**src/rtl/qrf_pkg.sv**
```systemverilog
package qrf_pkg;

    typedef enum logic [1:0] {
        PH_OFF   = 2'd0,
        PH_VWAIT = 2'd1,
        PH_ON    = 2'd2,
        PH_LATCH = 2'd3
    } qrf_phase_e;

endpackage

```
**src/rtl/qrf_toff_sched.sv**
```systemverilog
module qrf_toff_sched #(
    parameter int FB_W       = 8,
    parameter int FB_GON     = 168,
    parameter int FB_GOFF    = 96,
    parameter int FB_HYS     = 8,
    parameter int TMIN_SHORT = 1063,
    parameter int TMIN_LONG  = 4500,
    parameter int T_W        = 13
) (
    input  logic            clk,
    input  logic            rst_n,
    input  logic [FB_W-1:0] fb_code_i,
    output logic [T_W-1:0]  tmin_o,
    output logic            standby_o
);
    localparam int SPAN_T = TMIN_LONG - TMIN_SHORT;
    localparam int SPAN_F = FB_GON - FB_GOFF;
    localparam logic [FB_W-1:0] GON_C  = FB_W'(FB_GON);
    localparam logic [FB_W-1:0] GOFF_C = FB_W'(FB_GOFF);
    localparam logic [FB_W-1:0] EXIT_C = FB_W'(FB_GOFF + FB_HYS);

    typedef struct packed {
        logic [T_W-1:0] tmin;
        logic           standby;
    } sched_t;

    sched_t sch_d, sch_q;
    logic [31:0] delta_fb;
    logic [31:0] prod;
    logic [31:0] quo;

    always_comb begin
        sch_d    = sch_q;
        delta_fb = 32'(GON_C) - 32'(fb_code_i);
        prod     = delta_fb * 32'(SPAN_T);
        quo      = prod / 32'(SPAN_F);
        // linear schedule between the two end points, clamped outside
        if (fb_code_i >= GON_C) begin
            sch_d.tmin = T_W'(TMIN_SHORT);
        end else if (fb_code_i <= GOFF_C) begin
            sch_d.tmin = T_W'(TMIN_LONG);
        end else begin
            sch_d.tmin = T_W'(32'(TMIN_SHORT) + quo);
        end
        // standby with hysteresis on the exit threshold
        if (fb_code_i < GOFF_C) begin
            sch_d.standby = 1'b1;
        end else if (fb_code_i >= EXIT_C) begin
            sch_d.standby = 1'b0;
        end
    end

    always_ff @(posedge clk or negedge rst_n) begin
        if (!rst_n) begin
            sch_q.tmin    <= T_W'(TMIN_LONG);
            sch_q.standby <= 1'b0;
        end else begin
            sch_q <= sch_d;
        end
    end

    assign tmin_o    = sch_q.tmin;
    assign standby_o = sch_q.standby;

endmodule

```
**src/rtl/qrf_ovp_debounce.sv**
```systemverilog
module qrf_ovp_debounce #(
    parameter int DEB_CYC = 18750,
    parameter int D_W     = 15
) (
    input  logic clk,
    input  logic rst_n,
    input  logic sample_i,
    input  logic ovp_i,
    output logic latch_o
);
    localparam logic [D_W-1:0] LAST_C = D_W'(DEB_CYC - 1);
    localparam logic [D_W-1:0] ONE_C  = D_W'(1);

    typedef struct packed {
        logic [D_W-1:0] run;
        logic           latched;
    } deb_t;

    deb_t deb_d, deb_q;

    always_comb begin
        deb_d = deb_q;
        if (!deb_q.latched && sample_i) begin
            if (ovp_i) begin
                if (deb_q.run == LAST_C) begin
                    deb_d.latched = 1'b1;
                end else begin
                    deb_d.run = deb_q.run + ONE_C;
                end
            end else begin
                deb_d.run = '0;
            end
        end
    end

    always_ff @(posedge clk or negedge rst_n) begin
        if (!rst_n) begin
            deb_q <= '0;
        end else begin
            deb_q <= deb_d;
        end
    end

    assign latch_o = deb_q.latched;

endmodule

```
**src/rtl/qrf_softstart.sv**
```systemverilog
module qrf_softstart #(
    parameter int SS_W        = 6,
    parameter int SS_STEP_CYC = 19048,
    parameter int P_W         = 15
) (
    input  logic            clk,
    input  logic            rst_n,
    output logic [SS_W-1:0] level_o
);
    localparam logic [P_W-1:0]  PRE_LAST = P_W'(SS_STEP_CYC - 1);
    localparam logic [P_W-1:0]  PRE_ONE  = P_W'(1);
    localparam logic [SS_W-1:0] LVL_ONE  = SS_W'(1);

    typedef struct packed {
        logic [P_W-1:0]  pre;
        logic [SS_W-1:0] lvl;
    } ss_t;

    ss_t ss_d, ss_q;

    always_comb begin
        ss_d = ss_q;
        if (ss_q.pre == PRE_LAST) begin
            ss_d.pre = '0;
            if (ss_q.lvl != {SS_W{1'b1}}) begin
                ss_d.lvl = ss_q.lvl + LVL_ONE;
            end
        end else begin
            ss_d.pre = ss_q.pre + PRE_ONE;
        end
    end

    always_ff @(posedge clk or negedge rst_n) begin
        if (!rst_n) begin
            ss_q <= '0;
        end else begin
            ss_q <= ss_d;
        end
    end

    assign level_o = ss_q.lvl;

endmodule

```
**src/rtl/qrf_gate_timer.sv**
```systemverilog
module qrf_gate_timer
    import qrf_pkg::*;
#(
    parameter int FB_W        = 8,
    parameter int FB_GON      = 168,
    parameter int FB_GOFF     = 96,
    parameter int FB_HYS      = 8,
    parameter int TMIN_SHORT  = 1063,
    parameter int TMIN_LONG   = 4500,
    parameter int TMO_CYC     = 750,
    parameter int BLANK_CYC   = 500,
    parameter int VDLY_CYC    = 25,
    parameter int LEB_CYC     = 38,
    parameter int TON_MAX_CYC = 5625,
    parameter int START_CYC   = 312500,
    parameter int OVP_DEB_CYC = 18750,
    parameter int SS_W        = 6,
    parameter int SS_STEP_CYC = 19048
) (
    input  logic            clk,
    input  logic            rst_n,
    input  logic [FB_W-1:0] fb_code_i,
    input  logic            valley_i,
    input  logic            ocp_i,
    input  logic            ton_done_i,
    input  logic            plateau_ovp_i,
    output logic            gate_o,
    output logic            ovp_latch_o,
    output logic [SS_W-1:0] ss_limit_o
);
    localparam int OFF_MAX = TMIN_LONG + TMO_CYC;
    localparam int M1      = (START_CYC > OFF_MAX) ? START_CYC : OFF_MAX;
    localparam int M2      = (M1 > TON_MAX_CYC) ? M1 : TON_MAX_CYC;
    localparam int CNT_W   = $clog2(M2 + 1);
    localparam int T_W     = $clog2(TMIN_LONG + 1);
    localparam int D_W     = $clog2(OVP_DEB_CYC + 1);
    localparam int P_W     = $clog2(SS_STEP_CYC + 1);

    localparam logic [CNT_W-1:0] ONE_C    = CNT_W'(1);
    localparam logic [CNT_W-1:0] LEB_C    = CNT_W'(LEB_CYC);
    localparam logic [CNT_W-1:0] BLANK_C  = CNT_W'(BLANK_CYC);
    localparam logic [CNT_W-1:0] TONL_C   = CNT_W'(TON_MAX_CYC - 1);
    localparam logic [CNT_W-1:0] VDLYL_C  = CNT_W'(VDLY_CYC - 1);
    localparam logic [CNT_W-1:0] STARTL_C = CNT_W'(START_CYC - 1);
    localparam logic [CNT_W-1:0] TMOL_C   = CNT_W'(TMO_CYC - 1);

    typedef struct packed {
        qrf_phase_e       phase;
        logic [CNT_W-1:0] cnt;
    } fsm_t;

    fsm_t fsm_d, fsm_q;

    logic [T_W-1:0]   tmin;
    logic             standby;
    logic             latch_req;
    logic             ovp_sample;
    logic [CNT_W-1:0] tmin_ext;
    logic [CNT_W-1:0] timeout_at;
    logic             on_end;
    logic             valley_ok;

    qrf_toff_sched #(
        .FB_W      (FB_W),
        .FB_GON    (FB_GON),
        .FB_GOFF   (FB_GOFF),
        .FB_HYS    (FB_HYS),
        .TMIN_SHORT(TMIN_SHORT),
        .TMIN_LONG (TMIN_LONG),
        .T_W       (T_W)
    ) sched_i (
        .clk      (clk),
        .rst_n    (rst_n),
        .fb_code_i(fb_code_i),
        .tmin_o   (tmin),
        .standby_o(standby)
    );

    qrf_ovp_debounce #(
        .DEB_CYC(OVP_DEB_CYC),
        .D_W    (D_W)
    ) ovp_i (
        .clk     (clk),
        .rst_n   (rst_n),
        .sample_i(ovp_sample),
        .ovp_i   (plateau_ovp_i),
        .latch_o (latch_req)
    );

    qrf_softstart #(
        .SS_W       (SS_W),
        .SS_STEP_CYC(SS_STEP_CYC),
        .P_W        (P_W)
    ) ss_i (
        .clk    (clk),
        .rst_n  (rst_n),
        .level_o(ss_limit_o)
    );

    // plateau is valid only once the turn-off ringing blank has passed
    assign ovp_sample = (fsm_q.phase == PH_OFF) && (fsm_q.cnt >= BLANK_C);

    always_comb begin
        fsm_d      = fsm_q;
        fsm_d.cnt  = fsm_q.cnt + ONE_C;
        tmin_ext   = CNT_W'(tmin);
        timeout_at = tmin_ext + TMOL_C;
        on_end     = ton_done_i
                   || (ocp_i && (fsm_q.cnt >= LEB_C))
                   || (fsm_q.cnt == TONL_C);
        valley_ok  = valley_i && (fsm_q.cnt >= tmin_ext) && (fsm_q.cnt >= BLANK_C);
        case (fsm_q.phase)
            PH_ON: begin
                if (latch_req) begin
                    fsm_d.phase = PH_LATCH;
                    fsm_d.cnt   = '0;
                end else if (on_end) begin
                    fsm_d.phase = PH_OFF;
                    fsm_d.cnt   = '0;
                end
            end
            PH_OFF: begin
                if (latch_req) begin
                    fsm_d.phase = PH_LATCH;
                    fsm_d.cnt   = '0;
                end else if (standby) begin
                    if (fsm_q.cnt >= STARTL_C) begin
                        fsm_d.phase = PH_ON;
                        fsm_d.cnt   = '0;
                    end
                end else if (fsm_q.cnt >= timeout_at) begin
                    fsm_d.phase = PH_ON;
                    fsm_d.cnt   = '0;
                end else if (valley_ok) begin
                    fsm_d.phase = PH_VWAIT;
                    fsm_d.cnt   = '0;
                end
            end
            PH_VWAIT: begin
                if (latch_req) begin
                    fsm_d.phase = PH_LATCH;
                    fsm_d.cnt   = '0;
                end else if (fsm_q.cnt >= VDLYL_C) begin
                    fsm_d.phase = PH_ON;
                    fsm_d.cnt   = '0;
                end
            end
            default: begin
                fsm_d.phase = PH_LATCH;
                fsm_d.cnt   = fsm_q.cnt;
            end
        endcase
    end

    always_ff @(posedge clk or negedge rst_n) begin
        if (!rst_n) begin
            fsm_q.phase <= PH_OFF;
            fsm_q.cnt   <= '0;
        end else begin
            fsm_q <= fsm_d;
        end
    end

    assign gate_o      = (fsm_q.phase == PH_ON);
    assign ovp_latch_o = latch_req;

endmodule

```
**config.mk**
```make
export PLATFORM = sky130hd
export DESIGN_NAME = qrf_gate_timer
export DESIGN_NICKNAME = d
export VERILOG_FILES = /design/src/rtl/qrf_pkg.sv /design/src/rtl/qrf_toff_sched.sv /design/src/rtl/qrf_ovp_debounce.sv /design/src/rtl/qrf_softstart.sv /design/src/rtl/qrf_gate_timer.sv
export SDC_FILE = /design/constraint.sdc
export NUM_CORES = 1
export LEC_CHECK = 0
export BUFFER_PORTS_ARGS = -buffer_cell sky130_fd_sc_hd__buf_2
export CAP_MARGIN = 20
export CORE_UTILIZATION = 25
export DETAILED_ROUTE_END_ITERATION = 12
export SLEW_MARGIN = 25
export SYNTH_ARGS = -nofsm -noshare
export SYNTH_HDL_FRONTEND = slang
export SYNTH_HIERARCHICAL = 1
export SYNTH_SLANG_ARGS = --single-unit
```
**constraint.sdc**
```tcl
create_clock -name clk -period 9.11 [get_ports clk]
set_input_delay 1.3665 -clock clk [delete_from_list [all_inputs] [get_ports clk]]
set_output_delay 1.3665 -clock clk [all_outputs]
set_load 0.02 [all_outputs]
```
==> results of run 1 <==
==> cell usage after synthesis, types with 21 or more instances <==
| cell | number |
|---|---|
| a21oi_1 | 69 |
| and3_1 | 22 |
| clkbuf_1 | 21 |
| dfrtp_1 | 67 |
| fa_1 | 34 |
| ha_1 | 92 |
| inv_1 | 106 |
| nand2_1 | 84 |
| nand3_1 | 56 |
| nand4_1 | 30 |
| nor2_1 | 69 |
| nor3_1 | 26 |
| o211ai_1 | 31 |
| o21ai_0 | 55 |
| o31ai_1 | 24 |
| xnor2_1 | 36 |
| xor2_1 | 22 |
==> area by class of cell <==
class | count | area, sq um | share of cell area
Tap cell | 525 | 656.9 | 0.04446
Clock buffer | 10 | 229.0 | 0.01550
Timing Repair Buffer | 345 | 2638 | 0.1785
Sequential cell | 72 | 1808 | 0.1224
Inverter | 107 | 404.1 | 0.02735
Clock inverter | 6 | 67.56 | 0.004573
Multi-Input combinational cell | 1003 | 8972 | 0.6072
==> critical path, delay by kind of cell <==
kind            cells  cell delay (ns)
mux                 3             0.94
xor+xnor            1             0.19
compound gates     16             3.58
fa+ha+maj           6             2.39
simple gates       11             2.29
buf+inv            10             1.25
==> kinds of logic after synthesis <==
group,share of synthesized area
buffers and inverters,0.06926
multiplexers,0.01451
flip-flops,0.1762
XOR/XNOR,0.04951
AND/OR/NAND/NOR,0.2192
AO/OA/AOI/OAI,0.2918
adder cells (fa/ha/maj),0.1795
==> worst max-delay path by stage <==
stage | startpoint | endpoint | slack (ns)
after floorplan | fb_code_i[0] | sched_i/tmin_o[11] | -2.76
after global placement | fb_code_i[2] | sched_i/tmin_o[12] | -3.17
after detailed placement | fb_code_i[2] | sched_i/tmin_o[12] | -3.26
after CTS | fb_code_i[2] | sched_i/tmin_o[12] | -2.43
after global routing | fb_code_i[2] | sched_i/tmin_o[10] | -3.06
final | fb_code_i[2] | sched_i/tmin_o[12] | -2.67
==> routing by layer <==
metal | vias up | track usage
met5 | - | 0
met4 | 0 | 0.04451
met2 | 275 | 0.2589
met1 | 5256 | 0.1835
li1 | 5253 | -
met3 | 49 | 0.01368
==> registers in the layout, summed over array words and instances, names as in the netlist <==
name,flops
sched_i/standby_o,1
ovp_i/deb_q,15
fsm_q,21
ovp_i/latch_o,1
ss_i/ss_q,15
ss_i/level_o,6
sched_i/tmin_o,13
==> stage by stage <==
step / instances / instance area (sq um) / hold slack [ns] / setup TNS [ns]
after CTS: 2047 / 14350 / 0.5137 / -29.52
after floorplan: 1235 / 10790 / 0.4649 / -31.94
after global routing: 2068 / 14780 / 0.5386 / -37.34
final: 2068 / 14780 / 0.5170 / -31.91
after detailed placement: 2002 / 13280 / 0.5024 / -40.27
after global placement: 2002 / 13280 / 0.4913 / -39.15
==> repair_timing <==
item / CTS / global route
pin swaps: 54 / 51
hold buffers: 0 / 0
setup buffers: 31 / 23
resized for setup: 121 / 59
endpoints found under the setup margin: 13 / 13
==> results.txt, run 1 <==
Share of layout cells above drive strength 1 - 0.3927
Startpoint types - primary input
Core ar. - 40,100 sq um
Fin worst setup slack - -2.669 ns
Synthesized area - 10,260 sq um
Sequential-to-total area share from yosys stat - 0.1762
Min Clock Period, post-route - 11.78 ns
Synth warn - 6
CTS root buffer - clkbuf_16
Post-synthesis register bit count - 72
Top cell type's share of synthesized area - 0.1634
Clock sinks - 72
Number of fill cells - 3,982
Unrepaired setup endpoints after global routing - yes
Buffers on Ports - 21
CP required - 9.38 ns
Hold WC Path Type - register to register
Slew Viols, Final - 0
Worst setup EP type - register
Rel. slew slack - 0.2804
Max H-tree Level - 3
Worst-path clk slew - 0.06 ns
Area growth syn-to-layout - 43.99%
Total Routing Usage GR - 0.1455
Worst-Skew Late Latency - 0.35 ns
GPL Wtd Cong - 0.9456
Most common cell after layout, fill and taps aside - buf_4
Site Rows - 73
Clock Skews - 0.009086 ns
Grt ovf - 0
R2r setup slk - 5.06 ns
First-pass GRT wire length - 51,260 um
Critical-path top delay cell - fa_1
Tcrit/Tclk final - 1.293
Peak Freq - 84.90 MHz
DIE WIDTH - 204.6 um
DR WL/cell - 15.14 um
Crit path kind - primary input to register
Worst Hold End - ovp_i/deb_q[6]
Drt total wl - 31,310 um
Synthesized area per cell - 8.309 sq um
Full die area - 41,860 sq um
Routed wl met2 - 15,600 um
Nets - 1,678
Max Cap Viol - 0
Crit path arrival time - 12.04 ns
Detailed Place HPWL - 23,620 um
TritonCTS buffer count - 9
Initial antenna violation count - 0
Initial DRC count - 692
CTS tree - built
DRC viols - 0
Drt pass-1 iters - 5
CP dominant cell by count - buf_4
Commonest register cell after synthesis - dfrtp_1
Met3 wire len - 1099 um
Chip Height - 204.6 um
# IOs - 22
Yosys cell types - 123
Outcome - complete, but fails checks
Via count - 10,830
Worst Path Max Fanout - 6
EDFF count, synth - 0
Detail Route Antenna Nets - 0
Fin util - 0.3685
Initial Util - 0.2559
Area contributors post-synth - dfrtp_1 16%, ha_1 11%, fa_1 6.6%
Actual slew at the worst max-slew pin - 1.079 ns
Pre-CTS setup slack - -3.263 ns
# setup viols final - 13
Most frequent cells in the layout - 303 x buf_4, 98 x inv_1, 75 x nand2_1, 75 x ha_1, 67 x dfrtp_1
Largest net degree at the start of global routing - 38
Vias in the first global route - 10,730
Hold path cells - 1
Largest area contributor in the netlist - dfrtp_1
Cells after Synth - 1,235
Hold_sp - ovp_i/deb_q[6]
Asr flop ratio synth - 1.000
Reg2reg start - sched_i/tmin_o[0]
Reg2reg path depth - 13
Via-to-Cell Ratio - 5.238
Critical path's largest stage delay - 0.54 ns
Mapped Nets - 1,375
Highest metal used - met4
Diode count - 0
R2r endpoint - fsm_q[10]
M1 WL - 14,070 um
Clk buf depth - 2
Final hold vios - 0
Violated checks - negative setup slack
Power of run 1 is not shown: default switching activity piles up to over one toggle a cycle in this logic, so the estimate is an artifact.
==> inputs of run 2 (changes only) <==
CORE_MARGIN = 5   (was default)
==> run 2 against run 1 <==
Via count up 0.99%. Register-to-register slack gained 0.20 ns. The flow still finishes with violations (negative setup slack). Die area grew 8.0%. Critical endpoint unchanged. Final cell count up 2.1%. Sequential share of layout area fell by 0.49 points. Utilization grew 0.92 points. Critical path depth is 1 higher. Cell area grew 4.1%. Worst hold slack worse by 0.0038 ns.
==> results.txt, run 2 (same netlist as run 1, synthesis figures left out) <==
Outcome - complete, but fails checks (unchanged)
Violated checks - negative setup slack (unchanged)
Via-to-Cell Ratio - 5.182 (was 5.238)
Diode count - 0 (unchanged)
Area growth syn-to-layout - 49.97% (was 43.99%)
CTS root buffer - clkbuf_16 (unchanged)
# setup viols final - 13 (unchanged)
DRC viols - 0 (unchanged)
CTS tree - built (unchanged)
Initial Util - 0.2519 (was 0.2559)
GR Layer Usage met2 - 0.2346 (was 0.2589)
Reg2reg path depth - 12 (was 13)
Total Routing Usage GR - 0.1335 (was 0.1455)
Slew Viols, Final - 0 (unchanged)
Most frequent cells in the layout - 331 x buf_4, 98 x inv_1, 77 x nand2_1 (was 303 x buf_4, 98 x inv_1, 75 x nand2_1, 75 x ha_1, 67 x dfrtp_1)
R2r endpoint - fsm_q[12] (was fsm_q[10])
Core ar. - 40,740 sq um (was 40,100 sq um)
Hold Buf Count CTS - 0 (unchanged)
Hold_sp - ss_i/ss_q[19] (was ovp_i/deb_q[6])
Critical-path top delay cell - fa_2 (was fa_1)
Hold path cells - 1 (unchanged)
Setup TNS - -33.55 ns (was -31.91 ns)
Startpoint types - primary input (unchanged)
Share of layout cells above drive strength 1 - 0.4186 (was 0.3927)
Initial DRC count - 675 (was 692)
Actual slew at the worst max-slew pin - 0.9299 ns (was 1.079 ns)
Worst-path clk slew - 0.06 ns (about the same)
Site Rows - 74 (was 73)
TritonCTS buffer count - 9 (unchanged)
Max Cap Viol - 0 (unchanged)
Worst Path Max Fanout - 8 (was 6)
Number of fill cells - 4,030 (was 3,982)
Full die area - 45,200 sq um (was 41,860 sq um)
GPL Wtd Cong - 0.9050 (was 0.9456)
Clock sinks - 72 (unchanged)
Critical path's largest stage delay - 0.55 ns (was 0.54 ns)
CP required - 9.37 ns (was 9.38 ns)
Area occupied by multi-input gates - 9200 sq um (was 8972 sq um)
Nets - 1,714 (was 1,678)
CP dominant cell by count - buf_6 (was buf_4)
First-pass GRT wire length - 51,980 um (was 51,260 um)
Unrepaired setup endpoints after global routing - yes (unchanged)
Clock Skews - 0.006657 ns (was 0.009086 ns)
Detailed Place HPWL - 23,140 um (was 23,620 um)
Top Registers - fsm_q x21, ovp_i/deb_q x15, ss_i/ss_q x15 (unchanged)
R2r setup slk - 5.26 ns (was 5.06 ns)
GR Util met1 - 0.1741 (was 0.1835)
Final hold vios - 0 (unchanged)
Detail Route Antenna Nets - 0 (unchanged)
Drt pass-1 iters - 5 (unchanged)
Min Clock Period, post-route - 11.84 ns (was 11.78 ns)
Chip Height - 212.6 um (was 204.6 um)
Hold WC Path Type - register to register (unchanged)
Vias in the first global route - 10,940 (was 10,730)
Fin worst setup slack - -2.733 ns (was -2.669 ns)
Buffers on Ports - 21 (unchanged)
Clk buf depth - 2 (unchanged)
Max H-tree Level - 3 (unchanged)
Rel. slew slack - 0.3771 (was 0.2804)
Largest reg by FF count - fsm_q (unchanged)
Peak Freq - 84.44 MHz (was 84.90 MHz)
Crit path kind - primary input to register (unchanged)
Worst Hold End - ss_i/ss_q[19] (was ovp_i/deb_q[6])
Via count - 10,940 (was 10,830)
Worst setup EP type - register (unchanged)
Initial antenna violation count - 0 (unchanged)
Reg2reg start - sched_i/tmin_o[0] (unchanged)
Drt total wl - 31,440 um (was 31,310 um)
Worst-Skew Late Latency - 0.34 ns (was 0.35 ns)
Tcrit/Tclk final - 1.300 (was 1.293)
Crit path arrival time - 12.10 ns (was 12.04 ns)
# IOs - 22 (unchanged)
Met3 Use GR - 0.01623 (was 0.01368)
Grt ovf - 0 (unchanged)
DIE WIDTH - 212.6 um (was 204.6 um)
DR WL/cell - 14.89 um (was 15.14 um)
Most common cell after layout, fill and taps aside - buf_4 (unchanged)
Register area - 1808 sq um (unchanged)
Max reg flops - 21 (unchanged)
Largest net degree at the start of global routing - 73 (was 38)
Layer with the highest usage - met2 (unchanged)
[run 2: changes by cell type in the layout (fill, tap and decap cells not counted), moves of 3 or more]
cell / change
nor2_1: -3
nor2_2: +4
xnor2_4: +3
or2_2: +3
a21oi_1: -3
o21ai_1: -3
or2_4: -3
buf_4: +28
buf_12: +5
a31oi_1: -3
inv_6: +3
[run 2: layer usage]
| layer | routed length (um) | up-vias |
|---|---|---|
| met5 | 0 | - |
| li1 | - | 5323 |
| met4 | 731 | 0 |
| met3 | 1231 | 56 |
| met2 | 15460 | 258 |
| met1 | 14020 | 5303 |
[run 2: through the flow]
stage                     instances  setup WS (ns)  area (sq um)  hold slack [ns]  utilization
after global routing           2111         -3.116         15390           0.5282       0.3777
final                          2111         -2.733         15390           0.5132       0.3777
after detailed placement       2005         -3.360         13260           0.4926       0.3254
after floorplan                1235         -2.759         10790           0.4649            -
after CTS                      2079         -2.560         14660           0.5056       0.3600
after global placement         2005         -3.269         13260           0.5017       0.3254
[run 2: how the worst max path moves through the flow]
stage	start	endpoint	slack, ns	depth (start not counted)
after floorplan	fb_code_i[0]	sched_i/tmin_o[11]	-2.76	45
after global placement	fb_code_i[2]	sched_i/tmin_o[11]	-3.27	42
after detailed placement	fb_code_i[2]	sched_i/tmin_o[10]	-3.36	43
after CTS	fb_code_i[2]	sched_i/tmin_o[11]	-2.56	45
after global routing	fb_code_i[2]	sched_i/tmin_o[12]	-3.12	47
final	fb_code_i[2]	sched_i/tmin_o[12]	-2.73	48
[run 2: area by class of cell]
type	instances	area share
Sequential cell	72	0.1175
Clock inverter	6	0.004716
Timing Repair Buffer	381	0.1951
Tap cell	532	0.04326
Clock buffer	10	0.01553
Multi-Input combinational cell	1003	0.5979
Inverter	107	0.02610
[run 2: what timing repair did]
item / CTS / global route
endpoints found under the setup margin: 13 / 13
setup buffers: 58 / 32
pin swaps: 76 / 70
endpoints found under the hold margin: 0 / 0
gates resized for setup: 117 / 87
[run 2: critical path: cells and delay by family]
family	cells	cell delay [ns]
AO/OA/AOI/OAI	21	4.92
adder cells (fa/ha/maj)	6	2.35
AND/OR/NAND/NOR	7	1.46
buffers and inverters	11	1.30
multiplexers	1	0.40
XOR/XNOR	2	0.27
Power of run 2 is left out for the same reason.
==> inputs of run 3 (changes only) <==
RECOVER_POWER = 25   (was default)
==> run 3 against run 2 <==
The run ends with max-capacitance violations, max-slew violations, negative setup slack left. Global-route usage unchanged. Highest routed layer unchanged. Die area unchanged. Setup slack worse by 0.0022 ns. Cell area down 0.18%. Utilization down 0.067 points.
==> results.txt, run 3 (same netlist as run 1, synthesis figures left out) <==
Via count - 10,940 (unchanged)
Full die area - 45,200 sq um (unchanged)
Buffers on Ports - 21 (unchanged)
Peak Freq - 84.43 MHz (was 84.44 MHz)
Initial antenna violation count - 0 (unchanged)
Via-to-Cell Ratio - 5.182 (unchanged)
Crit path arrival time - 12.10 ns (about the same)
DRC viols - 0 (unchanged)
Site Rows - 74 (unchanged)
Drt total wl - 31,510 um (was 31,440 um)
Hold WC Path Type - register to register (unchanged)
Hold slack - 0.5068 ns (was 0.5132 ns)
CP required - 9.37 ns (about the same)
Detailed Place HPWL - 23,140 um (unchanged)
Initial Util - 0.2519 (unchanged)
Diode count - 0 (unchanged)
Clock Skews - 0.007807 ns (was 0.006657 ns)
Worst setup EP type - register (unchanged)
Fin worst setup slack - -2.735 ns (was -2.733 ns)
Startpoint types - primary input (unchanged)
Clock sinks - 72 (unchanged)
Fin util - 0.3771 (was 0.3777)
Detail Route Antenna Nets - 0 (unchanged)
Most common cell after layout, fill and taps aside - buf_4 (unchanged)
Top Registers - fsm_q x21, ovp_i/deb_q x15, ss_i/ss_q x15 (unchanged)
Tcrit/Tclk final - 1.300 (about the same)
Rel. slew slack - -0.8931 (was 0.3771)
Max Cap Viol - 1 (was 0)
Critical path's largest stage delay - 0.55 ns (about the same)
Grt ovf - 0 (unchanged)
Final instance area - 15,360 sq um (was 15,390 sq um)
Core ar. - 40,740 sq um (unchanged)
Drt pass-1 iters - 5 (unchanged)
Worst-path clk slew - 0.06 ns (about the same)
Number of fill cells - 4,032 (was 4,030)
Max H-tree Level - 3 (unchanged)
Clk buf depth - 2 (unchanged)
GPL Wtd Cong - 0.9050 (unchanged)
Area growth syn-to-layout - 49.70% (was 49.97%)
Largest reg by FF count - fsm_q (unchanged)
DIE WIDTH - 212.6 um (unchanged)
CTS tree - built (unchanged)
Actual slew at the worst max-slew pin - 2.840 ns (was 0.9299 ns)
Slew Viols, Final - 55 (was 0)
Unrepaired setup endpoints after global routing - yes (unchanged)
Min Clock Period, post-route - 11.84 ns (about the same)
Pre-CTS setup slack - -3.360 ns (unchanged)
CTS root buffer - clkbuf_16 (unchanged)
Total Routing Usage GR - 0.1335 (unchanged)
TritonCTS buffer count - 9 (unchanged)
Violated checks - max-capacitance violations, max-slew violations, negative setup slack (was negative setup slack)
Final hold vios - 0 (unchanged)
Chip Height - 212.6 um (unchanged)
Vias in the first global route - 10,940 (unchanged)
Initial DRC count - 672 (was 675)
DP Area - 13,260 sq um (unchanged)
Worst Path Max Fanout - 8 (unchanged)
DR WL/cell - 14.92 um (was 14.89 um)
Outcome - complete, but fails checks (unchanged)
Worst-Skew Late Latency - 0.34 ns (about the same)
Nets - 1,714 (unchanged)
Critical-path top delay cell - fa_2 (unchanged)
First-pass GRT wire length - 51,980 um (unchanged)
Most frequent cells in the layout - 330 x buf_4, 98 x inv_1, 77 x nand2_1 (was 331 x buf_4, 98 x inv_1, 77 x nand2_1)
CP dominant cell by count - buf_6 (unchanged)
Share of layout cells above drive strength 1 - 0.4174 (was 0.4186)
Max reg flops - 21 (unchanged)
R2r setup slk - 5.24 ns (was 5.26 ns)
Largest net degree at the start of global routing - 73 (unchanged)
# IOs - 22 (unchanged)
Crit path kind - primary input to register (unchanged)
# setup viols final - 13 (unchanged)
run 3: changes by cell type in the layout (fill, tap and decap cells not counted):
| cell | before | now |
|---|---|---|
| buf_4 | 331 | 330 |
| buf_16 | 1 | 0 |
| clkbuf_1 | 0 | 2 |
run 3: cell type report:
type | instances | area (sq um) | area share
clock buffer | 10 | 239.0 | 0.01556
clock inverter | 6 | 72.57 | 0.004724
inverter | 107 | 401.6 | 0.02615
multi-input combinational | 1003 | 9200 | 0.5989
sequential | 72 | 1808 | 0.1177
tap | 532 | 665.6 | 0.04333
timing repair buffer | 381 | 2974 | 0.1936
run 3: worst paths after layout:
kind / endpoint / from / cells after the start
min in group asynchronous: ss_i/ss_q[7] / rst_n / 2
setup reg to reg: fsm_q[12] / sched_i/tmin_o[0] / 12
hold / removal: ovp_i/deb_q[6] / ovp_i/deb_q[6] / 1
hold reg to reg: ovp_i/deb_q[6] / ovp_i/deb_q[6] / 1
setup / recovery: sched_i/tmin_o[12] / fb_code_i[2] / 48
max in group asynchronous: sched_i/tmin_o[5] / rst_n / 3
run 3: what timing repair did:
action	4_1_cts	5_1_grt
resized for setup	117	87
setup endpoints to repair	13	13
buffers inserted	58	32
pin swaps	76	70
hold buffers	0	0
run 3: critical path, delay by kind of cell:
| family | cells | cell delay (ns) |
|---|---|---|
| and+or+nand+nor | 7 | 1.46 |
| AOI/OAI and AO/OA | 21 | 4.92 |
| adders and majority gates | 6 | 2.35 |
| buffers and inverters | 11 | 1.30 |
| xor gates and xnor gates | 2 | 0.27 |
| muxes | 1 | 0.40 |
run 3: per-stage QoR:
stage / setup TNS, ns / cells
6_report: -33.59 / 2111
5_1_grt: -38.73 / 2111
4_1_cts: -31.29 / 2079
3_5_place_dp: -41.63 / 2005
3_3_place_gp: -40.64 / 2005
2_1_floorplan: -31.94 / 1235
run 3: routing by layer:
layer | share of wire | global-route usage | vias to the layer above
met3 | 0.038 | 0.01623 | 46
met1 | 0.45 | 0.1741 | 5311
met2 | 0.49 | 0.2346 | 254
met4 | 0.021 | 0.03443 | 0
li1 | - | - | 5329
met5 | 0 | 0 | -
Power of run 3 is left out for the same reason.
